### src/rtl/twb_pkg.sv
package twb_pkg;

    typedef enum logic [1:0] {
        TS_IDLE   = 2'd0,
        TS_ACTIVE = 2'd1,
        TS_IGNORE = 2'd2
    } txn_state_e;

    typedef struct packed {
        txn_state_e state;
        logic       burst_off;
        logic       swap;
    } ctrl_state_t;

endpackage

### src/rtl/twb_swap.sv
module twb_swap #(
    parameter int DATA_W = 32
) (
    input  logic                  en,
    input  logic [DATA_W-1:0]     data_i,
    input  logic [DATA_W/8-1:0]   be_i,
    output logic [DATA_W-1:0]     data_o,
    output logic [DATA_W/8-1:0]   be_o
);
    localparam int LANES = DATA_W / 8;

    logic [DATA_W-1:0]   data_rev;
    logic [LANES-1:0]    be_rev;

    for (genvar k = 0; k < LANES; k++) begin : g_lane
        assign data_rev[8*k +: 8]       = data_i[8*(LANES-1-k) +: 8];
        assign be_rev[k]                = be_i[LANES-1-k];
    end

    assign data_o = en ? data_rev : data_i;
    assign be_o   = en ? be_rev   : be_i;
endmodule

### src/rtl/twb_fifo.sv
module twb_fifo #(
    parameter int DATA_W = 32,
    parameter int DEPTH  = 4
) (
    input  logic                       clk,
    input  logic                       rst_n,
    input  logic                       push,
    input  logic [DATA_W-1:0]          push_data,
    input  logic [DATA_W/8-1:0]        push_be,
    input  logic                       out_ready,
    output logic                       out_valid,
    output logic [DATA_W-1:0]          out_data,
    output logic [DATA_W/8-1:0]        out_be,
    output logic                       pop,
    output logic [$clog2(DEPTH+1)-1:0] count
);
    localparam int BE_W  = DATA_W / 8;
    localparam int ENT_W = DATA_W + BE_W;
    localparam int PTR_W = (DEPTH > 1) ? $clog2(DEPTH) : 1;
    localparam int CNT_W = $clog2(DEPTH + 1);
    localparam logic [PTR_W-1:0] PTR_END = PTR_W'(DEPTH - 1);

    typedef struct packed {
        logic [DEPTH-1:0][ENT_W-1:0] mem;
        logic [PTR_W-1:0]            wr_ptr;
        logic [PTR_W-1:0]            rd_ptr;
        logic [CNT_W-1:0]            cnt;
    } fifo_state_t;

    fifo_state_t st_d, st_q;

    assign out_valid = (st_q.cnt != '0);
    assign pop       = out_valid && out_ready;
    assign out_data  = st_q.mem[st_q.rd_ptr][ENT_W-1:BE_W];
    assign out_be    = st_q.mem[st_q.rd_ptr][BE_W-1:0];
    assign count     = st_q.cnt;

    always_comb begin
        st_d = st_q;
        if (push) begin
            st_d.mem[st_q.wr_ptr] = {push_data, push_be};
            st_d.wr_ptr = (st_q.wr_ptr == PTR_END) ? '0 : st_q.wr_ptr + 1'b1;
        end
        if (pop) begin
            st_d.rd_ptr = (st_q.rd_ptr == PTR_END) ? '0 : st_q.rd_ptr + 1'b1;
        end
        case ({push, pop})
            2'b10:   st_d.cnt = st_q.cnt + 1'b1;
            2'b01:   st_d.cnt = st_q.cnt - 1'b1;
            default: st_d.cnt = st_q.cnt;
        endcase
    end

    always_ff @(posedge clk or negedge rst_n) begin
        if (!rst_n) begin
            st_q <= '0;
        end else begin
            st_q <= st_d;
        end
    end
endmodule

### src/rtl/twb_ctrl.sv
module twb_ctrl
    import twb_pkg::*;
#(
    parameter int DEPTH = 4,
    parameter int CNT_W = 3
) (
    input  logic             clk,
    input  logic             rst_n,
    input  logic             in_valid,
    input  logic             in_last,
    input  logic             cfg_burst_off,
    input  logic             cfg_swap_en,
    input  logic [CNT_W-1:0] count,
    input  logic             pop,
    output logic             acc,
    output logic             disc,
    output logic             swap_sel,
    output logic             in_txn
);
    localparam logic [CNT_W-1:0] LAST_SLOT = CNT_W'(DEPTH - 1);
    localparam logic [CNT_W-1:0] FULL_CNT  = CNT_W'(DEPTH);

    ctrl_state_t st_d, st_q;
    logic        fills_up;
    logic        live_burst_off;

    // accepting now leaves the buffer at DEPTH entries
    assign fills_up = pop ? (count == FULL_CNT) : (count == LAST_SLOT);
    assign in_txn   = (st_q.state != TS_IDLE);

    always_comb begin
        st_d           = st_q;
        acc            = 1'b0;
        disc           = 1'b0;
        swap_sel       = st_q.swap;
        live_burst_off = st_q.burst_off;
        unique case (st_q.state)
            TS_IDLE: begin
                swap_sel       = cfg_swap_en;
                live_burst_off = cfg_burst_off;
                if (in_valid) begin
                    if (count == '0) begin
                        acc            = 1'b1;
                        disc           = live_burst_off || fills_up;
                        st_d.burst_off = cfg_burst_off;
                        st_d.swap      = cfg_swap_en;
                    end else begin
                        disc = 1'b1;
                    end
                end
            end
            TS_ACTIVE: begin
                if (in_valid) begin
                    acc  = 1'b1;
                    disc = live_burst_off || fills_up;
                end
            end
            TS_IGNORE: begin
                if (in_valid) begin
                    disc = 1'b1;
                end
            end
            default: begin
                acc  = 1'b0;
                disc = 1'b0;
            end
        endcase

        if (in_valid) begin
            if (in_last) begin
                st_d.state = TS_IDLE;
            end else if (disc) begin
                st_d.state = TS_IGNORE;
            end else begin
                st_d.state = TS_ACTIVE;
            end
        end
    end

    always_ff @(posedge clk or negedge rst_n) begin
        if (!rst_n) begin
            st_q <= '{state: TS_IDLE, burst_off: 1'b0, swap: 1'b0};
        end else begin
            st_q <= st_d;
        end
    end
endmodule

### src/rtl/twb_top.sv
module twb_top #(
    parameter int DATA_W = 32,
    parameter int DEPTH  = 4
) (
    input  logic                clk,
    input  logic                rst_n,
    input  logic                cfg_burst_off,
    input  logic                cfg_swap_en,
    input  logic                in_valid,
    input  logic                in_last,
    input  logic [DATA_W-1:0]   in_data,
    input  logic [DATA_W/8-1:0] in_be,
    output logic                wr_acc,
    output logic                wr_disc,
    output logic                out_valid,
    input  logic                out_ready,
    output logic [DATA_W-1:0]   out_data,
    output logic [DATA_W/8-1:0] out_be
);
    localparam int BE_W  = DATA_W / 8;
    localparam int CNT_W = $clog2(DEPTH + 1);

    logic              swap_sel;
    logic              in_txn;
    logic              pop;
    logic [CNT_W-1:0]  fill_cnt;
    logic [DATA_W-1:0] sw_data;
    logic [BE_W-1:0]   sw_be;

    twb_ctrl #(
        .DEPTH (DEPTH),
        .CNT_W (CNT_W)
    ) ctrl_i (
        .clk           (clk),
        .rst_n         (rst_n),
        .in_valid      (in_valid),
        .in_last       (in_last),
        .cfg_burst_off (cfg_burst_off),
        .cfg_swap_en   (cfg_swap_en),
        .count         (fill_cnt),
        .pop           (pop),
        .acc           (wr_acc),
        .disc          (wr_disc),
        .swap_sel      (swap_sel),
        .in_txn        (in_txn)
    );

    twb_swap #(
        .DATA_W (DATA_W)
    ) swap_i (
        .en     (swap_sel),
        .data_i (in_data),
        .be_i   (in_be),
        .data_o (sw_data),
        .be_o   (sw_be)
    );

    twb_fifo #(
        .DATA_W (DATA_W),
        .DEPTH  (DEPTH)
    ) fifo_i (
        .clk       (clk),
        .rst_n     (rst_n),
        .push      (wr_acc),
        .push_data (sw_data),
        .push_be   (sw_be),
        .out_ready (out_ready),
        .out_valid (out_valid),
        .out_data  (out_data),
        .out_be    (out_be),
        .pop       (pop),
        .count     (fill_cnt)
    );
endmodule

### config.mk
export PLATFORM = sky130hd
export DESIGN_NAME = twb_top
export DESIGN_NICKNAME = d
export VERILOG_FILES = /design/src/rtl/twb_pkg.sv /design/src/rtl/twb_swap.sv /design/src/rtl/twb_fifo.sv /design/src/rtl/twb_ctrl.sv /design/src/rtl/twb_top.sv
export SDC_FILE = /design/constraint.sdc
export NUM_CORES = 1
export LEC_CHECK = 0
export CAP_MARGIN = 10
export CORE_ASPECT_RATIO = 0.7
export CORE_MARGIN = 1
export CORE_UTILIZATION = 40
export DETAILED_ROUTE_END_ITERATION = 8
export DONT_BUFFER_PORTS = 1
export PLACE_DENSITY_LB_ADDON = 0.3
export SETUP_SLACK_MARGIN = 0.02
export SLEW_MARGIN = 20
export SYNTH_ARGS = -nofsm -noshare
export SYNTH_HDL_FRONTEND = slang
export SYNTH_SLANG_ARGS = --single-unit
export TNS_END_PERCENT = 1
### constraint.sdc
create_clock -name clk -period 2.15 [get_ports clk]
set_input_delay 0.3225 -clock clk [delete_from_list [all_inputs] [get_ports clk]]
set_output_delay 0.3225 -clock clk [all_outputs]
set_load 0.02 [all_outputs]
==> run metrics, run 1 <==
peak supply drop 0.611 mV; initial antenna violation count 0; synth cell count leaders 155 x dfrtp_1, 149 x nand2_1, 133 x o21ai_0; top cell type's share of synthesized area 55.5%; CP max FO 20; count of input and output buffers 0; Setup CP Type flip-flop to output port; ratio of final minimum period to clock period 94.0%; Slew @ Worst Pin 0.486 ns; Clock Sink Count 155; Pins Over Slew Limit 0; GRT Resource Usage Total 19.1%; first-pass GRT wire length 25.7 mm; pin count of the biggest net entering global routing 156; EDFF count, synth 0; Starting DRT DRC Count 254; Final Setup Violations 0; mean post-synth cell area 11.4 µm²; Worst Path Required 1.83 ns; final critical-path required period 2.02 ns; drt total wl 16.1 mm; post-synthesis sequential element count 155; Power, Total 12.1 mW; chip height 113 µm; sequential-to-total area share from yosys stat 55.5%; CP Cell Sequence buf_12, mux4_2; vias in the first global route 4,543; Worst R2R End fifo_i.count[2]$_DFFE_PN0P_; crit end category output port; TritonCTS clock tree yes; antenna-violating nets left 0; cell depth of the worst flop-to-flop path 10; First-pass DRT Iterations 7; library cells used by synthesis 33; DIE AREA 0.0180 mm²; Mapped Area 0.00699 mm²; slowest CP cell mux4_2; DP HPWL 10.5 mm; antenna cell count 0; Syn Inst Count 613; Setup Skew 0.00871 ns; status finished, violations left; Die X 160 µm; CP Launch Type flip-flop; num ports 82; DR WL/cell 18.9 µm; internal reg-to-reg setup slack 0.15 ns; routability cong. 0.805; Yosys warnings 0; Critical Path Sink out_data[16]; fin nets 661; CP startpoint fifo_i.st_q[3]$_DFFE_PN0P_; ranking of synthesized cells by area dfrtp_1 55%, mux4_2 12%, o21ai_0 9.5%; share of cells above drive strength 1 17.0%; Fmax achieved 495 MHz; Total Neg Setup Slack 0 ns; worst skew pair latency 0.43 ns; RSZ-0062 raised after global routing true; clock root buffer master clkbuf_16; Async S/R FF share, synth 100%; syn nets 663; Max-cap violations 0; drt via density 5.42; hold_buf cts 1; Rows 40; DRC violation count after routing 0; Synth area leader dfrtp_1; H-tree levels 4; P&R area growth vs syn 14.0%; GRT overflow 0; Longest Clk Path Bufs 2; fillcell total 1,541; max incr delay on CP 0.62 ns; Rel. slew slack 66.7%; most frequent cell after synthesis dfrtp_1; ys flop type dfrtp_1; TritonCTS buffer count 17; failing checks negative hold slack; Data arrival, critical path 1.70 ns; R2R Path Start fifo_i.count[2]$_DFFE_PN0P_; via count 4,634; worst hold margin -0.411 ns; Starting Density 40.8%; Pwr Density 1520 mW/mm²; Hold Crit Class input port to async pin; leakage 3.62 nW; Core Footprint 0.0171 mm²; CTS clk-pin slew, worst paths 0.06 ns; Final Hold Viols 155
## layout make-up
class	instances	area [µm²]	area share (%)
clock buffer	19	433	5.44
clock inverter	13	156	1.96
inverter	11	41.3	0.518
multi-input combinational	405	2910	36.6
sequential	155	3880	48.7
tap	231	289	3.63
timing repair buffer	21	251	3.16
## cell usage in the layout (no fill, tap or decap), types with 2 or more instances in the layout
cell type and instances:
inv_6 6, nor2_2 2, mux2_2 3, buf_12 7, nand2_1 149, clkbuf_1 2, o21ai_1 12, clkinvlp_4 2
ha_1 6, buf_4 12, clkbuf_16 17, clkinv_4 2, xor2_1 2, o2111ai_4 4, mux4_2 36, dfrtp_1 152
o21ai_0 133, bufinv_16 2, inv_1 9, mux2_4 2, mux2i_1 37, nor2_1 4, a21oi_1 2, dfrtp_2 3
## through the flow
step	std cells	worst slack, ns	util, %	area (µm²)
6_report	855	0.129	46.5	7970
5_1_grt	855	0.0167	46.5	7970
4_1_cts	853	0.0518	46.4	7940
3_5_place_dp	819	0.133	42.8	7320
3_3_place_gp	819	0.199	42.8	7320
2_1_floorplan	613	0.184	-	6990
## how the worst min path moves through the flow
stage | from | endpoint | slack, ns | depth (start not counted)
finish | rst_n | fifo_i.st_q[128]$_DFFE_PN0P_ | -0.41 | 0
floorplan | rst_n | ctrl_i.st_q[0]$_DFFE_PN0P_ | 0.03 | 0
global route | rst_n | fifo_i.st_q[129]$_DFFE_PN0P_ | -0.44 | 0
detailed placement | rst_n | fifo_i.st_q[128]$_DFFE_PN0P_ | 0.03 | 0
global placement | rst_n | fifo_i.st_q[128]$_DFFE_PN0P_ | 0.03 | 0
CTS | rst_n | fifo_i.st_q[128]$_DFFE_PN0P_ | -0.43 | 0
## registers in the layout (all words and copies together), names as in the netlist
signal and flops:
ctrl_i.st_q 4, fifo_i.count 3, fifo_i.st_q 148
## worst max-delay path, delay by kind of cell (launching register included)
family	cells	cell delay (ns)
multiplexers	1	0.62
flip-flops	1	0.41
buffers and inverters	1	0.21
## power by group
part           switching [mW]  internal [mW]  total (mW)
logic                    2.51           1.78        4.29
clock network            1.26           1.74        3.01
registers               0.670           4.12        4.79
## kinds of logic after synthesis
| group | count (synthesis) | synth area share (%) |
|---|---|---|
| AO/OA/AOI/OAI | 158 | 12.1 |
| XOR/XNOR | 3 | 0.376 |
| adder cells (fa/ha/maj) | 7 | 1.36 |
| buffers and inverters | 53 | 3.85 |
| flip-flops | 155 | 55.5 |
| multiplexers | 79 | 18.0 |
| AND/OR/NAND/NOR | 158 | 8.83 |
## metal layers
layer,track usage [%],share of wire [%],vias up
met5,0,0,-
met4,8.83,2.2,0
met3,5.06,5.3,29
met2,27.6,46,122
met1,27.1,47,2331
li1,-,-,2152
## what timing repair did
action,4_1_cts,5_1_grt
pin swaps,1,3
gates resized for setup,2,4
setup buffers,1,2
setup endpoints to repair,1,3
gates cloned,0,0
endpoints found under the hold margin,156,155
Note: power is estimated with default switching activity, not from simulation.
==> run 2, diff against run 1 <==
Clock period 2.15 ns to 1.9 ns, I/O delays scaled along.
==> run 2 against run 1 <==
- the run ends with negative hold slack, negative setup slack left
- cell count rose by 2.1%
- clock power is 7.3% higher
- register-to-register slack worse by 0.16 ns
- sequential power up 13%
- worst hold slack worse by 0.035 ns
- first-iteration DRC count rose by 60%
- largest power group unchanged
==> run metrics, run 2 (synthesis results as in run 1) <==
Final Hold Viols 155 (unchanged); Data arrival, critical path 1.74 ns (+0.04 ns); peak supply drop 0.623 mV (+1.9%); Clock power frac 23.5% (-1.4 points); Final Non-Filler Cells 873 (+2.1%); CP Cell Sequence buf_4, mux4_2; RSZ-0062 raised after global routing true; combinational share of power 37.2% (+1.7 points); Int Power 8.74 mW (+14%); Fmax achieved 494 MHz; ratio of final minimum period to clock period 107%; clock root buffer master clkbuf_16; Clock Sink Count 155 (unchanged); Setup CP Type flip-flop to output port; Rows 40 (unchanged); hold_buf cts 3 (+2); Sequential Power Share 39.3% (-0.3 points); share of cells above drive strength 1 21.7% (+4.7 points); Rel. slew slack 78.7% (+12 points); Worst Path Required 1.62 ns (-0.21 ns); initial antenna violation count 0 (unchanged); num ports 82 (unchanged); routability cong. 0.819 (+1.7%); vias in the first global route 4,526 (-0.37%); CP delay by family, top multiplexers; drt via density 5.32 (-1.8%); failing checks negative hold slack, negative setup slack; worst hold margin -0.446 ns (-0.0351 ns); First-pass DRT Iterations 5 (-2); pin count of the biggest net entering global routing 156 (unchanged); Pwr Density 1690 mW/mm² (+11%); fin nets 680 (+2.9%); DIE AREA 0.0180 mm² (unchanged); DP Worst Slack -0.0109 ns (-0.144 ns); Starting DRT DRC Count 406 (+60%); status finished, violations left; count of input and output buffers 0 (unchanged); crit end category output port; via count 4,647 (+0.28%); Die X 160 µm (unchanged); Longest Clk Path Bufs 2 (unchanged); chip height 113 µm (unchanged); leakage 3.67 nW (+1.5%); Net Switching 5.04 mW (+14%); worst skew pair latency 0.42 ns (about the same); Sw Share 36.6% (-0.15 points); antenna cell count 0 (unchanged); P&R area growth vs syn 16.8%; GRT overflow 0 (unchanged); max reg flops 148 (unchanged); WP buf/inv 1 (unchanged); antenna-violating nets left 0 (unchanged); Max-cap violations 0 (unchanged); DR WL/cell 18.3 µm (-3.1%); CP Launch Type flip-flop; CP max FO 5 (-75%); drt total wl 16.0 mm (-1.1%); DP HPWL 10.6 mm (+0.47%); Most flops, register fifo_i.st_q; first-pass GRT wire length 25.2 mm (-1.9%); Starting Density 40.8% (unchanged); max incr delay on CP 0.63 ns (about the same); slowest CP cell mux4_2; Core Footprint 0.0171 mm² (unchanged); Power, Total 13.8 mW (+14%); most frequent cells in the layout 154 x dfrtp_1, 148 x nand2_1, 133 x o21ai_0; Final Setup Violations 38 (+38); Pins Over Slew Limit 0 (unchanged); DRC violation count after routing 0 (unchanged); TritonCTS clock tree yes; CTS clk-pin slew, worst paths 0.07 ns (about the same); final setup margin -0.126 ns (-0.255 ns); TritonCTS buffer count 17 (unchanged); H-tree levels 4 (unchanged); commonest non-fill, non-tap cell in the layout dfrtp_1; final critical-path required period 2.03 ns; GRT Resource Usage Total 18.5% (-0.66 points); Setup Skew 0.00698 ns (-0.00173 ns); Inst Count DP 834 (+1.8%); Hold Crit Class input port to async pin; Slew @ Worst Pin 0.311 ns (-0.176 ns)
==> run 2: cell count changes in the layout (fill, tap and decap cells not counted), sizes merged <==
cell         delta
clkinv          +2
bufinv          -1
clkinvlp        +1
inv             -1
clkbuf          -2
buf            +17
dlygate4sd3     +2
==> run 2: repair_timing <==
item,4_1_cts,5_1_grt
setup endpoints to repair,50,134
gates resized for setup,9,15
setup buffers,2,3
pin swaps,0,3
endpoints found under the hold margin,158,155
==> run 2: power groups by stage <==
stage	registers (mW)	clock network (mW)	logic, mW
finish	5.42	3.23	5.13
global route	5.58	3.42	5.61
CTS	5.42	3.30	5.12
detailed placement	5.50	0	5.00
global placement	5.37	0	4.86
floorplan	5.20	0	3.90
==> run 2: stage by stage <==
| step | setup TNS, ns | utilization [%] | hold WS, ns | cell area [µm²] |
|---|---|---|---|---|
| after floorplan | -0.0198 | - | -0.0106 | 6990 |
| after global placement | 0 | 43.5 | -0.00785 | 7450 |
| after detailed placement | -0.0109 | 43.5 | -0.00815 | 7450 |
| after CTS | -4.69 | 47.3 | -0.466 | 8090 |
| after global routing | -5.83 | 47.7 | -0.470 | 8170 |
| final | -3.61 | 47.7 | -0.446 | 8170 |
==> run 2: cell type report <==
| type | count | area [µm²] |
|---|---|---|
| flip-flops and latches | 155 | 3880 |
| inverters | 11 | 43.8 |
| multi-input cells | 405 | 2980 |
| repair buffers | 40 | 412 |
| well taps | 231 | 289 |
| clock buffers | 17 | 425 |
| clock inverters | 14 | 139 |
| fillers | 1524 | 8950 |
==> run 2: metal layers <==
metal  global-route usage (%)  wire length (µm)
met5                        0                 0
met4                     6.22               260
met3                     4.80               742
met2                     28.4              7640
met1                     25.6              7310
==> run 2: worst paths after layout <==
kind,start,endpoint,slack [ns],depth (start not counted)
worst max register to register,ctrl_i.st_q[2]$_DFFE_PN0P_,fifo_i.count[2]$_DFFE_PN0P_,-0.01,7
worst max-delay path,fifo_i.st_q[3]$_DFFE_PN0P_,out_data[24],-0.13,2
min in group clk,in_valid,ctrl_i.st_q[2]$_DFFE_PN0P_,0.04,1
worst min register to register,fifo_i.st_q[22]$_DFFE_PN0P_,fifo_i.st_q[22]$_DFFE_PN0P_,0.48,2
max in group asynchronous,rst_n,fifo_i.st_q[3]$_DFFE_PN0P_,2.07,0
worst min-delay path,rst_n,fifo_i.st_q[128]$_DFFE_PN0P_,-0.45,0
